===== src/rtl/tmr_vote_pkg.sv =====
package tmr_vote_pkg;

    localparam int NREP = 3;

    typedef enum logic [1:0] {
        VS_IDLE      = 2'd0,
        VS_UNANIMOUS = 2'd1,
        VS_MASKED    = 2'd2,
        VS_SPLIT     = 2'd3
    } vote_state_e;

endpackage


===== src/rtl/tmr_disagree.sv =====
module tmr_disagree
    import tmr_vote_pkg::*;
#(
    parameter int DATA_W = 16
) (
    input  logic [NREP-1:0][DATA_W-1:0] reps,
    output logic [NREP-1:0]             odd,
    output logic                        none_agree
);

    // one comparator pair per replica: it is odd when it matches neither peer
    for (genvar i = 0; i < NREP; i++) begin : g_odd
        localparam int J = (i + 1) % NREP;
        localparam int K = (i + 2) % NREP;
        assign odd[i] = (reps[i] != reps[J]) && (reps[i] != reps[K]);
    end

    assign none_agree = (reps[0] != reps[1]) &&
                        (reps[1] != reps[2]) &&
                        (reps[0] != reps[2]);

endmodule


===== src/rtl/tmr_pick.sv =====
module tmr_pick
    import tmr_vote_pkg::*;
#(
    parameter int DATA_W = 16
) (
    input  logic [NREP-1:0][DATA_W-1:0] reps,
    input  logic [NREP-1:0]             odd,
    output logic [DATA_W-1:0]           pick
);

    // lowest-index replica that is not flagged wins
    always_comb begin
        pick = reps[NREP-1];
        for (int i = NREP - 2; i >= 0; i--) begin
            if (!odd[i]) begin
                pick = reps[i];
            end
        end
    end

endmodule


===== src/rtl/tmr_voter.sv =====
module tmr_voter
    import tmr_vote_pkg::*;
#(
    parameter int DATA_W = 16
) (
    input  logic              clk,
    input  logic              rst_n,
    input  logic [DATA_W-1:0] rep_a,
    input  logic [DATA_W-1:0] rep_b,
    input  logic [DATA_W-1:0] rep_c,
    output logic [DATA_W-1:0] vote_q,
    output logic              odd_a_q,
    output logic              odd_b_q,
    output logic              odd_c_q,
    output logic              err_q,
    output logic              split_q
);

    logic [NREP-1:0][DATA_W-1:0] reps;
    logic [NREP-1:0]             odd;
    logic                        none_agree;
    logic [DATA_W-1:0]           pick;
    vote_state_e                 st_q;
    vote_state_e                 st_d;

    assign reps[0] = rep_a;
    assign reps[1] = rep_b;
    assign reps[2] = rep_c;

    tmr_disagree #(.DATA_W(DATA_W)) u_disagree (
        .reps       (reps),
        .odd        (odd),
        .none_agree (none_agree)
    );

    tmr_pick #(.DATA_W(DATA_W)) u_pick (
        .reps (reps),
        .odd  (odd),
        .pick (pick)
    );

    // classification of the current triple
    always_comb begin
        if (none_agree) begin
            st_d = VS_SPLIT;
        end else if (|odd) begin
            st_d = VS_MASKED;
        end else begin
            st_d = VS_UNANIMOUS;
        end
    end

    // state register
    always_ff @(posedge clk or negedge rst_n) begin
        if (!rst_n) begin
            st_q <= VS_IDLE;
        end else begin
            st_q <= st_d;
        end
    end

    // registered outputs
    always_ff @(posedge clk or negedge rst_n) begin
        if (!rst_n) begin
            vote_q  <= '0;
            odd_a_q <= 1'b0;
            odd_b_q <= 1'b0;
            odd_c_q <= 1'b0;
            err_q   <= 1'b0;
            split_q <= 1'b0;
        end else begin
            odd_a_q <= odd[0];
            odd_b_q <= odd[1];
            odd_c_q <= odd[2];
            err_q   <= |odd;
            split_q <= none_agree;
            unique case (st_d)
                VS_UNANIMOUS,
                VS_MASKED:    vote_q <= pick;
                VS_SPLIT,
                VS_IDLE:      vote_q <= vote_q;
            endcase
        end
    end

    // a raised flag means the replica differed from both peers one edge earlier
    a_r5_flag_a_cause: assert property (@(posedge clk) disable iff (!rst_n)
        odd_a_q |-> ($past(rep_a) != $past(rep_b)) && ($past(rep_a) != $past(rep_c)));
    a_r5_flag_b_cause: assert property (@(posedge clk) disable iff (!rst_n)
        odd_b_q |-> ($past(rep_b) != $past(rep_a)) && ($past(rep_b) != $past(rep_c)));
    a_r5_flag_c_cause: assert property (@(posedge clk) disable iff (!rst_n)
        odd_c_q |-> ($past(rep_c) != $past(rep_a)) && ($past(rep_c) != $past(rep_b)));

    // no majority keeps the forwarded word and raises every flag
    a_r6_split_holds: assert property (@(posedge clk) disable iff (!rst_n)
        split_q |-> (vote_q == $past(vote_q)));
    a_r6_split_all_flags: assert property (@(posedge clk) disable iff (!rst_n)
        split_q |-> (odd_a_q && odd_b_q && odd_c_q && err_q));

    // with a majority at most one replica is flagged
    a_r8_single_flag: assert property (@(posedge clk) disable iff (!rst_n)
        !split_q |-> $onehot0({odd_a_q, odd_b_q, odd_c_q}));

    // an error needs some mismatch among the captured triple
    a_r7_err_cause: assert property (@(posedge clk) disable iff (!rst_n)
        err_q |-> (($past(rep_a) != $past(rep_b)) || ($past(rep_b) != $past(rep_c))));

    // unanimous capture forwards replica A with no error
    a_r3_forward: assert property (@(posedge clk) disable iff (!rst_n)
        (st_q == VS_UNANIMOUS) |-> ((vote_q == $past(rep_a)) && !err_q));

    // masked capture forwards A unless A is the odd one, then B
    a_r4_mask_pick: assert property (@(posedge clk) disable iff (!rst_n)
        (st_q == VS_MASKED) |-> (vote_q == (odd_a_q ? $past(rep_b) : $past(rep_a))));

endmodule


===== config.mk =====
export PLATFORM = sky130hd
export DESIGN_NAME = tmr_voter
export DESIGN_NICKNAME = d
export VERILOG_FILES = /design/src/rtl/tmr_vote_pkg.sv /design/src/rtl/tmr_disagree.sv /design/src/rtl/tmr_pick.sv /design/src/rtl/tmr_voter.sv
export SDC_FILE = /design/constraint.sdc
export NUM_CORES = 1
export LEC_CHECK = 0
export CAP_MARGIN = 20
export CORE_MARGIN = 2
export CORE_UTILIZATION = 39
export DETAILED_ROUTE_END_ITERATION = 7
export DONT_BUFFER_PORTS = 1
export PLACE_DENSITY_LB_ADDON = 0.05
export RECOVER_POWER = 100
export SYNTH_ARGS = -nofsm -noshare
export SYNTH_HDL_FRONTEND = slang
export SYNTH_SLANG_ARGS = --single-unit
export TNS_END_PERCENT = 1

===== constraint.sdc =====
create_clock -name clk -period 1.3 [get_ports clk]
set_input_delay 0.13 -clock clk [delete_from_list [all_inputs] [get_ports clk]]
set_output_delay 0.13 -clock clk [all_outputs]
set_load 0.02 [all_outputs]

==> metrics.csv, run 1 <==
stage,metric,value,unit
pwr,power density of the placed cells,720,nW/um^2
critical_path,highest fanout seen on the critical path,14,
detailed_routing,Pre-Repair DR Iteration Count,4,
die,die extent in y,67.0,um
hold_path,class of the tightest hold or removal check,primary input to register,
logic_synthesis,Synth cell types,15,
detailed_routing,number of routed nets with antenna violations,0,
sta,relative slew slack,58.4,%
sta,Final period util,112,%
global_routing,pin count of the biggest net entering global routing,22,
critical_path,endpoint of the worst register-to-register path,vote_q[2],
critical_path,critical path start-end classification,primary input to register,
clocking,post-CTS setup buffer count,0,
logic_synthesis,share of the yosys chip area belonging to registers,34.0,%
die,width of the chip,67.0,um
placed_design,final HPWL from detailed placement,2950,um
cells_and_area,most common library cell in the layout ignoring fill and taps,xor2_1,
pwr,sequential share of power,50.5,%
pwr,clock network power share,34.0,%
clocking,TritonCTS clock tree,done,
logic_synthesis,count of mapped cells out of synthesis,124,
sta,setup repair after global routing missed its margin,true,
critical_path,Crit path required time,1450,ps
logic_synthesis,average footprint of a synthesized cell,12.5,sq um
sta,worst clock skew,0,ps
pwr,worst ir drop on vdd,0.380,mV
clocking,buffer levels on the longest clock path,2,
critical_path,first element of the critical path,rep_b[8],
die,core area,3740,sq um
placed_design,port buffer count,0,
critical_path,crit path launch type,primary input,
cells_and_area,fill count,387,
cells_and_area,most frequent cells in the layout,"xor2_1 (30), dfrtp_1 (21), mux2_2 (18)",
sta,highest attainable clock frequency,687,MHz
sta,"Hold Violations, Final",0,
clocking,clk_lat worst skew,260,ps
die,count of boundary I/O pins,71,
global_routing,vias in the first global route,1141,
logic_synthesis,largest cells by area after synthesis,"dfrtp_1 (34%), xor2_1 (18%), mux2_4 (14%)",
sta,number of setup violations in the final report,16,
logic_synthesis,Post-Syn Area,1550,sq um
global_routing,number of antenna violations at the first check in global routing,0,
clocking,number of clock buffers inserted by TritonCTS,3,
pwr,total chip power,1.30,mW
sta,minimum period implied by the final worst setup slack,1450,ps
pwr,switching share of total power,25.1,%
critical_path,worst flop-to-flop path startpoint,vote_q[2],
logic_synthesis,net count of the mapped netlist,174,
global_routing,global route total overflow,0,
sta,number of slew-limit violations in the final report,0,
detailed_routing,post-route DRC violation count,0,
die,effective utilization at floorplan,41.3,%
cells_and_area,post-route cell area,1800,sq um
critical_path,arrival time worst endpoint,1600,ps
clocking,count of clock tree sinks,21,
critical_path,Register-to-Register Path Depth,2,
logic_synthesis,area share of the largest cell type after synthesis,34.0,%
detailed_routing,routed vias,1027,
global_routing,Total Routing Usage GR,17.5,%
sta,post-route worst hold slack,11.2,ps
die,Die Outline Area,4490,sq um
logic_synthesis,post-synth top area cell,dfrtp_1,
cells_and_area,area added between synthesis and finish,16.5,%
pwr,Internal Pwr Total,972,uW
logic_synthesis,number of register bits inferred by synthesis,21,
outcome,outcome,finished with violations,
die,count of standard-cell rows,22,
detailed_routing,average via count per standard cell,5.21,
sta,setup tns final,-2170,ps
run,reported max-cap violation count,0,
critical_path,R2R setup slack,290,ps
sta,Tightest Pin Transition,622,ps
cells_and_area,Antenna diodes,0,
placed_design,weighted congestion reported at the end of routability-driven placement,0.819,
detailed_routing,WL per Instance,18.8,um
pwr,Comb pwr share,15.5,%
global_routing,wire length of the first global-routing pass,5800,um
detailed_routing,routed wire length,3710,um
placed_design,Placement Setup Slack,-706,ps
clocking,H-tree level count,1,
placed_design,DP Area,1760,sq um
cells_and_area,Final #Nets,200,
cells_and_area,share of layout cells above drive strength 1,34.9,%
clocking,CTS root buf,clkbuf_8,
critical_path,Critical path destination,vote_q[12],
detailed_routing,number of DRC violations after detailed-routing iteration 0,46,
pwr,power dissipated by switching net loads,326,uW
sta,worst setup margin,-155,ps
clocking,clock slew at the register clock pins of the worst setup and hold paths,80,ps
outcome,violated checks,setup timing,
pwr,leakage power figure,0.816,nW
logic_synthesis,yosys synthesis warning count,0,
critical_path,crit end category,register,
==> state kept, by name, indices dropped and copies added (netlist names) <==
name	count
err_q	1
odd_a_q	1
odd_b_q	1
odd_c_q	1
split_q	1
vote_q	16
==> timing repair <==
action                                 CTS  global route
pin swaps                                1             1
endpoints found under the hold margin   21             0
hold buffers                             1             0
setup endpoints to repair               18            17
gates resized for setup                  4             2
==> cell families (layout without fill, tap and decap cells) <==
group / Yosys count / after routing / share of synthesized area, %
xor gates and xnor gates: 48 / 48 / 27.2
buffers and inverters: 3 / 28 / 1.54
DFF: 21 / 21 / 34.0
muxes: 32 / 32 / 26.7
and+or+nand+nor: 20 / 20 / 10.7
==> synth_stat cells <==
cell       n
nor4_2     4
nand4_4    1
mux2_2    18
xor2_1    32
buf_4      1
dfrtp_1   21
xnor2_1   16
nand2b_1   1
buf_6      1
buf_2      1
nor4_1     5
nand4_1    5
nor2b_1    2
and2_1     2
mux2_4    14
==> how the worst min path moves through the flow <==
| stage | from | end | slack [ps] | depth (start not counted) |
|---|---|---|---|---|
| floorplan | rst_n | err_q | -170 | 0 |
| global placement | rst_n | vote_q[11] | -160 | 0 |
| detailed placement | rst_n | vote_q[11] | -160 | 0 |
| CTS | rep_a[13] | vote_q[13] | 6 | 1 |
| global route | rep_a[9] | vote_q[9] | 6 | 1 |
| finish | rep_a[13] | vote_q[13] | 10 | 1 |
==> critical path, cell delays in order <==
cell and delay [ps]:
xor2_4 160, nor4_2 290, buf_4 170, nand4_4 110, buf_12 190, mux2_4 290, mux2_4 250
==> layer usage <==
| layer | part of all wire [%] | global-route usage, % | vias up |
|---|---|---|---|
| li1 | - | - | 480 |
| met1 | 40 | 22.0 | 504 |
| met2 | 49 | 29.0 | 41 |
| met3 | 10 | 5.91 | 2 |
| met4 | 0.22 | 3.83 | 0 |
| met5 | 0 | 0 | - |
==> layout make-up <==
cell class,instances,area [sq um],area share [%]
Multi-Input combinational cell,100,1040,57.6
Sequential cell,21,526,29.1
Timing Repair Buffer,24,133,7.36
Tap cell,48,60.1,3.33
Clock buffer,3,41.3,2.29
Clock inverter,1,5.00,0.278
==> stage by stage <==
step | util, % | instances
2_1_floorplan | - | 124
3_3_place_gp | 47.1 | 191
3_5_place_dp | 47.1 | 191
4_1_cts | 49.4 | 196
5_1_grt | 48.2 | 197
6_report | 48.2 | 197
==> power by group through the flow <==
stage	clock network, mW	registers (mW)	logic, mW
floorplan	0	0.671	0.138
global placement	0	0.669	0.184
detailed placement	0	0.669	0.181
CTS	0.460	0.656	0.205
global route	0.475	0.656	0.221
finish	0.441	0.655	0.201
Power figures use the tool's default switching activity.
==> run 2: changes to the inputs <==
--- a/config.mk
+++ b/config.mk
@@ -10,6 +10,7 @@
 export CORE_UTILIZATION = 39
 export DETAILED_ROUTE_END_ITERATION = 7
 export DONT_BUFFER_PORTS = 1
+export MAX_ROUTING_LAYER = met4
 export PLACE_DENSITY_LB_ADDON = 0.05
 export RECOVER_POWER = 100
 export SYNTH_ARGS = -nofsm -noshare
==> constraint.sdc (replaced) <==
create_clock -name clk -period 1.3 [get_ports clk]
set_input_delay 0.065 -clock clk [delete_from_list [all_inputs] [get_ports clk]]
set_output_delay 0.065 -clock clk [all_outputs]
set_load 0.02 [all_outputs]
==> metrics.csv, run 2 (synthesis results as in run 1) <==
stage,metric,value,unit
outcome,outcome,finished with violations,
outcome,violated checks,setup timing,
die,Die Outline Area,4490,sq um
sta,Final period util,108,%
clocking,number of clock buffers inserted by TritonCTS,3,
cells_and_area,combined flip-flop and latch cell area,526,sq um
critical_path,highest fanout seen on the critical path,14,
die,count of standard-cell rows,22,
sta,setup repair after global routing missed its margin,true,
placed_design,weighted congestion reported at the end of routability-driven placement,0.831,
clocking,clock slew at the register clock pins of the worst setup and hold paths,80,ps
die,effective utilization at floorplan,41.3,%
sta,highest attainable clock frequency,715,MHz
global_routing,number of antenna violations at the first check in global routing,0,
critical_path,Crit path required time,1450,ps
critical_path,critical path start-end classification,primary input to register,
placed_design,port buffer count,0,
global_routing,wire length of the first global-routing pass,5910,um
global_routing,pin count of the biggest net entering global routing,22,
detailed_routing,post-route DRC violation count,0,
cells_and_area,Antenna diodes,0,
die,core area,3740,sq um
run,reported max-cap violation count,0,
critical_path,crit path launch type,primary input,
global_routing,vias in the first global route,1191,
critical_path,arrival time worst endpoint,1550,ps
cells_and_area,Largest register FFs,16,
clocking,count of clock tree sinks,21,
cells_and_area,area added between synthesis and finish,27.6,%
sta,minimum period implied by the final worst setup slack,1400,ps
critical_path,biggest cell delay along the critical path,290,ps
cells_and_area,fill count,375,
clocking,buffer levels on the longest clock path,2,
sta,setup tns final,-1240,ps
cells_and_area,combined area of the multi-input logic cells,1050,sq um
die,width of the chip,67.0,um
detailed_routing,routed wire length,3830,um
pwr,worst ir drop on vdd,0.380,mV
critical_path,"Cell Chain, Critical Path",xor2_4 > nor4_2 > buf_4 > nand4_4 > buf_12 > mux2_4 > mux2_4,
critical_path,count of buffering cells on the critical path with inverters included,2,
sta,worst clock skew,0,ps
cells_and_area,register ranked first by flip-flop count,vote_q,
cells_and_area,share of layout cells above drive strength 1,31.5,%
cells_and_area,Final #Nets,216,
critical_path,most repeated library cell on the critical path,mux2_4,
die,die extent in y,67.0,um
critical_path,"Max stage delay cell, worst path",nor4_2,
placed_design,Post-Place Cells,191,
sta,"Hold Violations, Final",0,
global_routing,global route total overflow,0,
detailed_routing,Pre-Repair DR Iteration Count,4,
detailed_routing,number of routed nets with antenna violations,0,
cells_and_area,final core occ,52.8,%
hold_path,class of the tightest hold or removal check,primary input to register,
sta,relative slew slack,57.7,%
detailed_routing,WL per Instance,18.0,um
critical_path,Crit path max-delay family,multiplexers,
clocking,clk_lat worst skew,260,ps
detailed_routing,number of DRC violations after detailed-routing iteration 0,50,
clocking,H-tree level count,1,
cells_and_area,most common library cell in the layout ignoring fill and taps,xor2_1,
clocking,TritonCTS clock tree,done,
sta,worst setup margin,-98.6,ps
placed_design,final HPWL from detailed placement,2950,um
die,count of boundary I/O pins,71,
critical_path,crit end category,register,
detailed_routing,routed vias,1093,
cells_and_area,most frequent cells in the layout,"xor2_1 (30), dfrtp_1 (21), mux2_2 (17), dlygate4sd3_1 (17)",
sta,number of setup violations in the final report,16,
sta,number of slew-limit violations in the final report,0,
clocking,CTS root buf,clkbuf_8,
sta,Tightest Pin Transition,634,ps
pwr,power density of the placed cells,678,nW/um^2
placed_design,Placement Setup Slack,-641,ps
global_routing,Total Routing Usage GR,18.4,%
cells_and_area,non-filler cells in the finished layout,213,
pwr,leakage power figure,0.899,nW
detailed_routing,average via count per standard cell,5.13,
## run 2: changes by cell type in the layout (fill, tap and decap cells not counted)
cell | previous run | this run
dlygate4sd3_1 | 1 | 17
mux2_2 | 18 | 17
mux2_4 | 14 | 15
nor4_2 | 5 | 4
nor4_4 | 0 | 1
## run 2: what timing repair did
| item | CTS | global route |
|---|---|---|
| endpoints found under the setup margin | 18 | 16 |
| hold buffers | 17 | 0 |
| setup buffers | 0 | 0 |
| pin swaps | 1 | 1 |
| endpoints found under the hold margin | 37 | 0 |
| gates resized for setup | 4 | 3 |
## run 2: stage by stage
| stage | power, mW | area [sq um] | hold slack [ps] |
|---|---|---|---|
| floorplan | 0.809 | 1550 | -231 |
| global placement | 0.853 | 1760 | -230 |
| detailed placement | 0.849 | 1760 | -230 |
| CTS | 1.36 | 2010 | 66.4 |
| global route | 1.39 | 1980 | 69.0 |
| finish | 1.34 | 1980 | 71.9 |
## run 2: path summary, 6_finish.rpt
check	slack, ps	start	cells after the start	to
worst max-delay path	-100	rep_b[8]	7	vote_q[12]
worst min register to register	630	vote_q[6]	2	vote_q[6]
min in group asynchronous	200	rst_n	1	vote_q[8]
worst max register to register	270	vote_q[15]	2	vote_q[15]
worst min-delay path	70	rep_b[7]	2	vote_q[7]
max in group asynchronous	420	rst_n	2	odd_b_q
## run 2: power breakdown
part	internal (mW)	switching [mW]	total (mW)
clock network	0.214	0.227	0.441
registers	0.654	0.000962	0.655
logic	0.136	0.107	0.243
## run 2: final cells by class
| type | count | area share [%] |
|---|---|---|
| Timing Repair Buffer | 40 | 14.8 |
| Sequential cell | 21 | 26.6 |
| Clock inverter | 1 | 0.253 |
| Multi-Input combinational cell | 100 | 53.2 |
| Clock buffer | 3 | 2.09 |
| Tap cell | 48 | 3.04 |
## run 2: layer usage
metal | GRT usage (%) | vias to the layer above | part of all wire (%)
met5 | - | - | 0
met4 | 3.83 | 0 | 0.21
met3 | 5.41 | 2 | 9.0
met2 | 29.5 | 43 | 48
met1 | 23.1 | 534 | 43
li1 | - | 514 | -
==> run 3: changes to the inputs <==
--- a/config.mk
+++ b/config.mk
@@ -6,8 +6,11 @@
 export NUM_CORES = 1
 export LEC_CHECK = 0
 export CAP_MARGIN = 20
+export CELL_PAD_IN_SITES_DETAIL_PLACEMENT = 0
+export CELL_PAD_IN_SITES_GLOBAL_PLACEMENT = 2
 export CORE_MARGIN = 2
-export CORE_UTILIZATION = 39
+export CORE_UTILIZATION = 37
+export CTS_CLUSTER_DIAMETER = 80
 export DETAILED_ROUTE_END_ITERATION = 7
 export DONT_BUFFER_PORTS = 1
 export MAX_ROUTING_LAYER = met4
@@ -15,5 +18,6 @@
 export RECOVER_POWER = 100
 export SYNTH_ARGS = -nofsm -noshare
 export SYNTH_HDL_FRONTEND = slang
+export SYNTH_HIERARCHICAL = 1
 export SYNTH_SLANG_ARGS = --single-unit
 export TNS_END_PERCENT = 1
==> metrics.csv, run 3 <==
stage,metric,value,unit
outcome,outcome,finished with violations,
outcome,violated checks,setup timing,
logic_synthesis,post-synth top area cell,dfrtp_1,
clocking,H-tree level count,1,
critical_path,Crit path required time,1440,ps
critical_path,crit end category,register,
logic_synthesis,yosys synthesis warning count,6,
cells_and_area,most frequent cells in the layout,"xnor2_1 (35), dfrtp_1 (21), mux2i_1 (15)",
cells_and_area,fill count,399,
placed_design,final HPWL from detailed placement,3560,um
clocking,clk_lat worst skew,250,ps
die,count of boundary I/O pins,71,
detailed_routing,average via count per standard cell,5.43,
die,core area,4350,sq um
sta,setup tns final,-1900,ps
clocking,CTS root buf,clkbuf_8,
placed_design,weighted congestion reported at the end of routability-driven placement,0.796,
die,count of standard-cell rows,24,
detailed_routing,WL per Instance,19.7,um
cells_and_area,register ranked first by flip-flop count,vote_q,
sta,worst clock skew,0,ps
sta,minimum period implied by the final worst setup slack,1450,ps
logic_synthesis,share of async-settable or async-resettable flops after synthesis,100,%
sta,number of setup violations in the final report,17,
logic_synthesis,Post-Syn Area,1680,sq um
logic_synthesis,net count of the mapped netlist,210,
sta,post-route worst hold slack,107,ps
sta,number of slew-limit violations in the final report,0,
sta,Final period util,111,%
cells_and_area,post-route cell area,2110,sq um
sta,relative slew slack,38.5,%
critical_path,highest fanout seen on the critical path,5,
cells_and_area,Antenna diodes,0,
logic_synthesis,most instantiated flip-flop cell in the synthesis netlist,dfrtp_1,
logic_synthesis,share of the yosys chip area belonging to registers,31.4,%
logic_synthesis,area share of the largest cell type after synthesis,31.4,%
global_routing,Total Routing Usage GR,18.6,%
logic_synthesis,count of mapped cells out of synthesis,160,
global_routing,wire length of the first global-routing pass,6960,um
logic_synthesis,average footprint of a synthesized cell,10.5,sq um
pwr,leakage power figure,0.968,nW
critical_path,biggest cell delay along the critical path,340,ps
sta,setup repair after global routing missed its margin,true,
detailed_routing,Pre-Repair DR Iteration Count,4,
clocking,clock slew at the register clock pins of the worst setup and hold paths,70,ps
cells_and_area,most common library cell in the layout ignoring fill and taps,xnor2_1,
run,reported max-cap violation count,0,
clocking,number of clock buffers inserted by TritonCTS,3,
detailed_routing,number of DRC violations after detailed-routing iteration 0,57,
sta,highest attainable clock frequency,690,MHz
sta,Tightest Pin Transition,919,ps
clocking,buffer levels on the longest clock path,2,
detailed_routing,post-route DRC violation count,0,
global_routing,number of antenna violations at the first check in global routing,0,
logic_synthesis,largest cells by area after synthesis,"dfrtp_1 (31%), xnor2_1 (25%), mux2i_1 (9.6%)",
global_routing,vias in the first global route,1367,
die,die extent in y,71.3,um
sta,worst setup margin,-149,ps
hold_path,class of the tightest hold or removal check,primary input to register,
critical_path,arrival time worst endpoint,1590,ps
die,width of the chip,71.3,um
die,Die Outline Area,5080,sq um
cells_and_area,area added between synthesis and finish,25.9,%
clocking,TritonCTS clock tree,done,
detailed_routing,routed vias,1237,
logic_synthesis,number of register bits inferred by synthesis,21,
logic_synthesis,cell types with the highest counts after synthesis,"xnor2_1 (48), dfrtp_1 (21), nor2_1 (19), a21oi_1 (16), mux2i_1 (16)",
clocking,count of clock tree sinks,21,
placed_design,DP Area,1810,sq um
cells_and_area,Final #Nets,227,
pwr,power density of the placed cells,637,nW/um^2
global_routing,pin count of the biggest net entering global routing,22,
pwr,worst ir drop on vdd,0.477,mV
critical_path,"Max stage delay cell, worst path",nor4_4,
placed_design,Post-Place Cells,218,
placed_design,port buffer count,0,
cells_and_area,Largest register FFs,16,
global_routing,global route total overflow,0,
logic_synthesis,most frequent cell after synthesis,xnor2_1,
pwr,total chip power,1.34,mW
die,effective utilization at floorplan,38.5,%
sta,"Hold Violations, Final",0,
detailed_routing,number of routed nets with antenna violations,0,
hold_path,hold depth,3,
critical_path,Register-to-Register Path Depth,1,
cells_and_area,share of layout cells above drive strength 1,38.6,%
critical_path,crit path launch type,primary input,
critical_path,critical path start-end classification,primary input to register,
detailed_routing,routed wire length,4500,um
logic_synthesis,number of enable flip-flop cells after synthesis,0,
critical_path,"Cell Chain, Critical Path",xnor2_4 > nand4_1 > nor4_4 > buf_4 > nor2_4 > mux2i_2 > a21oi_2 > mux2_4,
cells_and_area,non-filler cells in the finished layout,228,
logic_synthesis,Synth cell types,15,
==> run 3: through the flow <==
step | setup WS (ps) | util [%]
finish | -149 | 48.4
global placement | -810 | 41.7
CTS | -97.2 | 46.6
global route | -217 | 48.4
floorplan | -336 | -
detailed placement | -838 | 41.7
==> run 3: kinds of logic (layout without fill, tap and decap cells) <==
kind of cell,count (synthesis),count (layout),synth area share [%]
XOR/XNOR,48,48,25.1
AO/OA/AOI/OAI,16,16,4.78
multiplexers,32,32,22.6
AND/OR/NAND/NOR,36,38,11.7
buffers and inverters,7,21,4.56
flip-flops,21,21,31.4
==> run 3: where the power goes <==
| part | internal [mW] | switching, mW |
|---|---|---|
| Clock | 0.218 | 0.189 |
| Sequential | 0.655 | 0.00384 |
| Combinational | 0.172 | 0.105 |
==> run 3: final cells by class <==
class | instances | area, sq um | area share, %
well taps | 52 | 65.1 | 3.08
repair buffers | 17 | 165 | 7.83
multi-input cells | 134 | 1310 | 62.0
flip-flops and latches | 21 | 526 | 24.9
clock buffers | 4 | 45.0 | 2.14
==> run 3: path summary, 6_finish.rpt <==
path / startpoint / endpoint / slack [ps]
max: rep_b[7] / vote_q[2] / -150
min: rep_a[12] / vote_q[12] / 110
max reg2reg: vote_q[5] / vote_q[5] / 430
min reg2reg: vote_q[10] / vote_q[10] / 670
max in group asynchronous: rst_n / vote_q[3] / 350
min in group asynchronous: rst_n / vote_q[11] / 390
==> run 3: what timing repair did <==
action	CTS	global route
gates resized for setup	18	19
pin swaps	10	8
setup buffers	3	0
cloned	2	0
endpoints found under the setup margin	18	17
hold buffers	1	0
endpoints found under the hold margin	21	0
==> run 3: critical path: cells and delay by family <==
kind            cells  cell delay [ps]
simple gates        3              620
mux                 2              470
buf+inv             1              200
xor+xnor            1              140
compound gates      1              100
==> run 3: routing by layer <==
layer	vias to the layer above	track usage [%]	wire length [um]
li1	589	-	-
met1	587	22.1	1690
met2	61	33.2	2420
met3	0	5.20	379
met4	0	0.629	0
met5	-	-	0
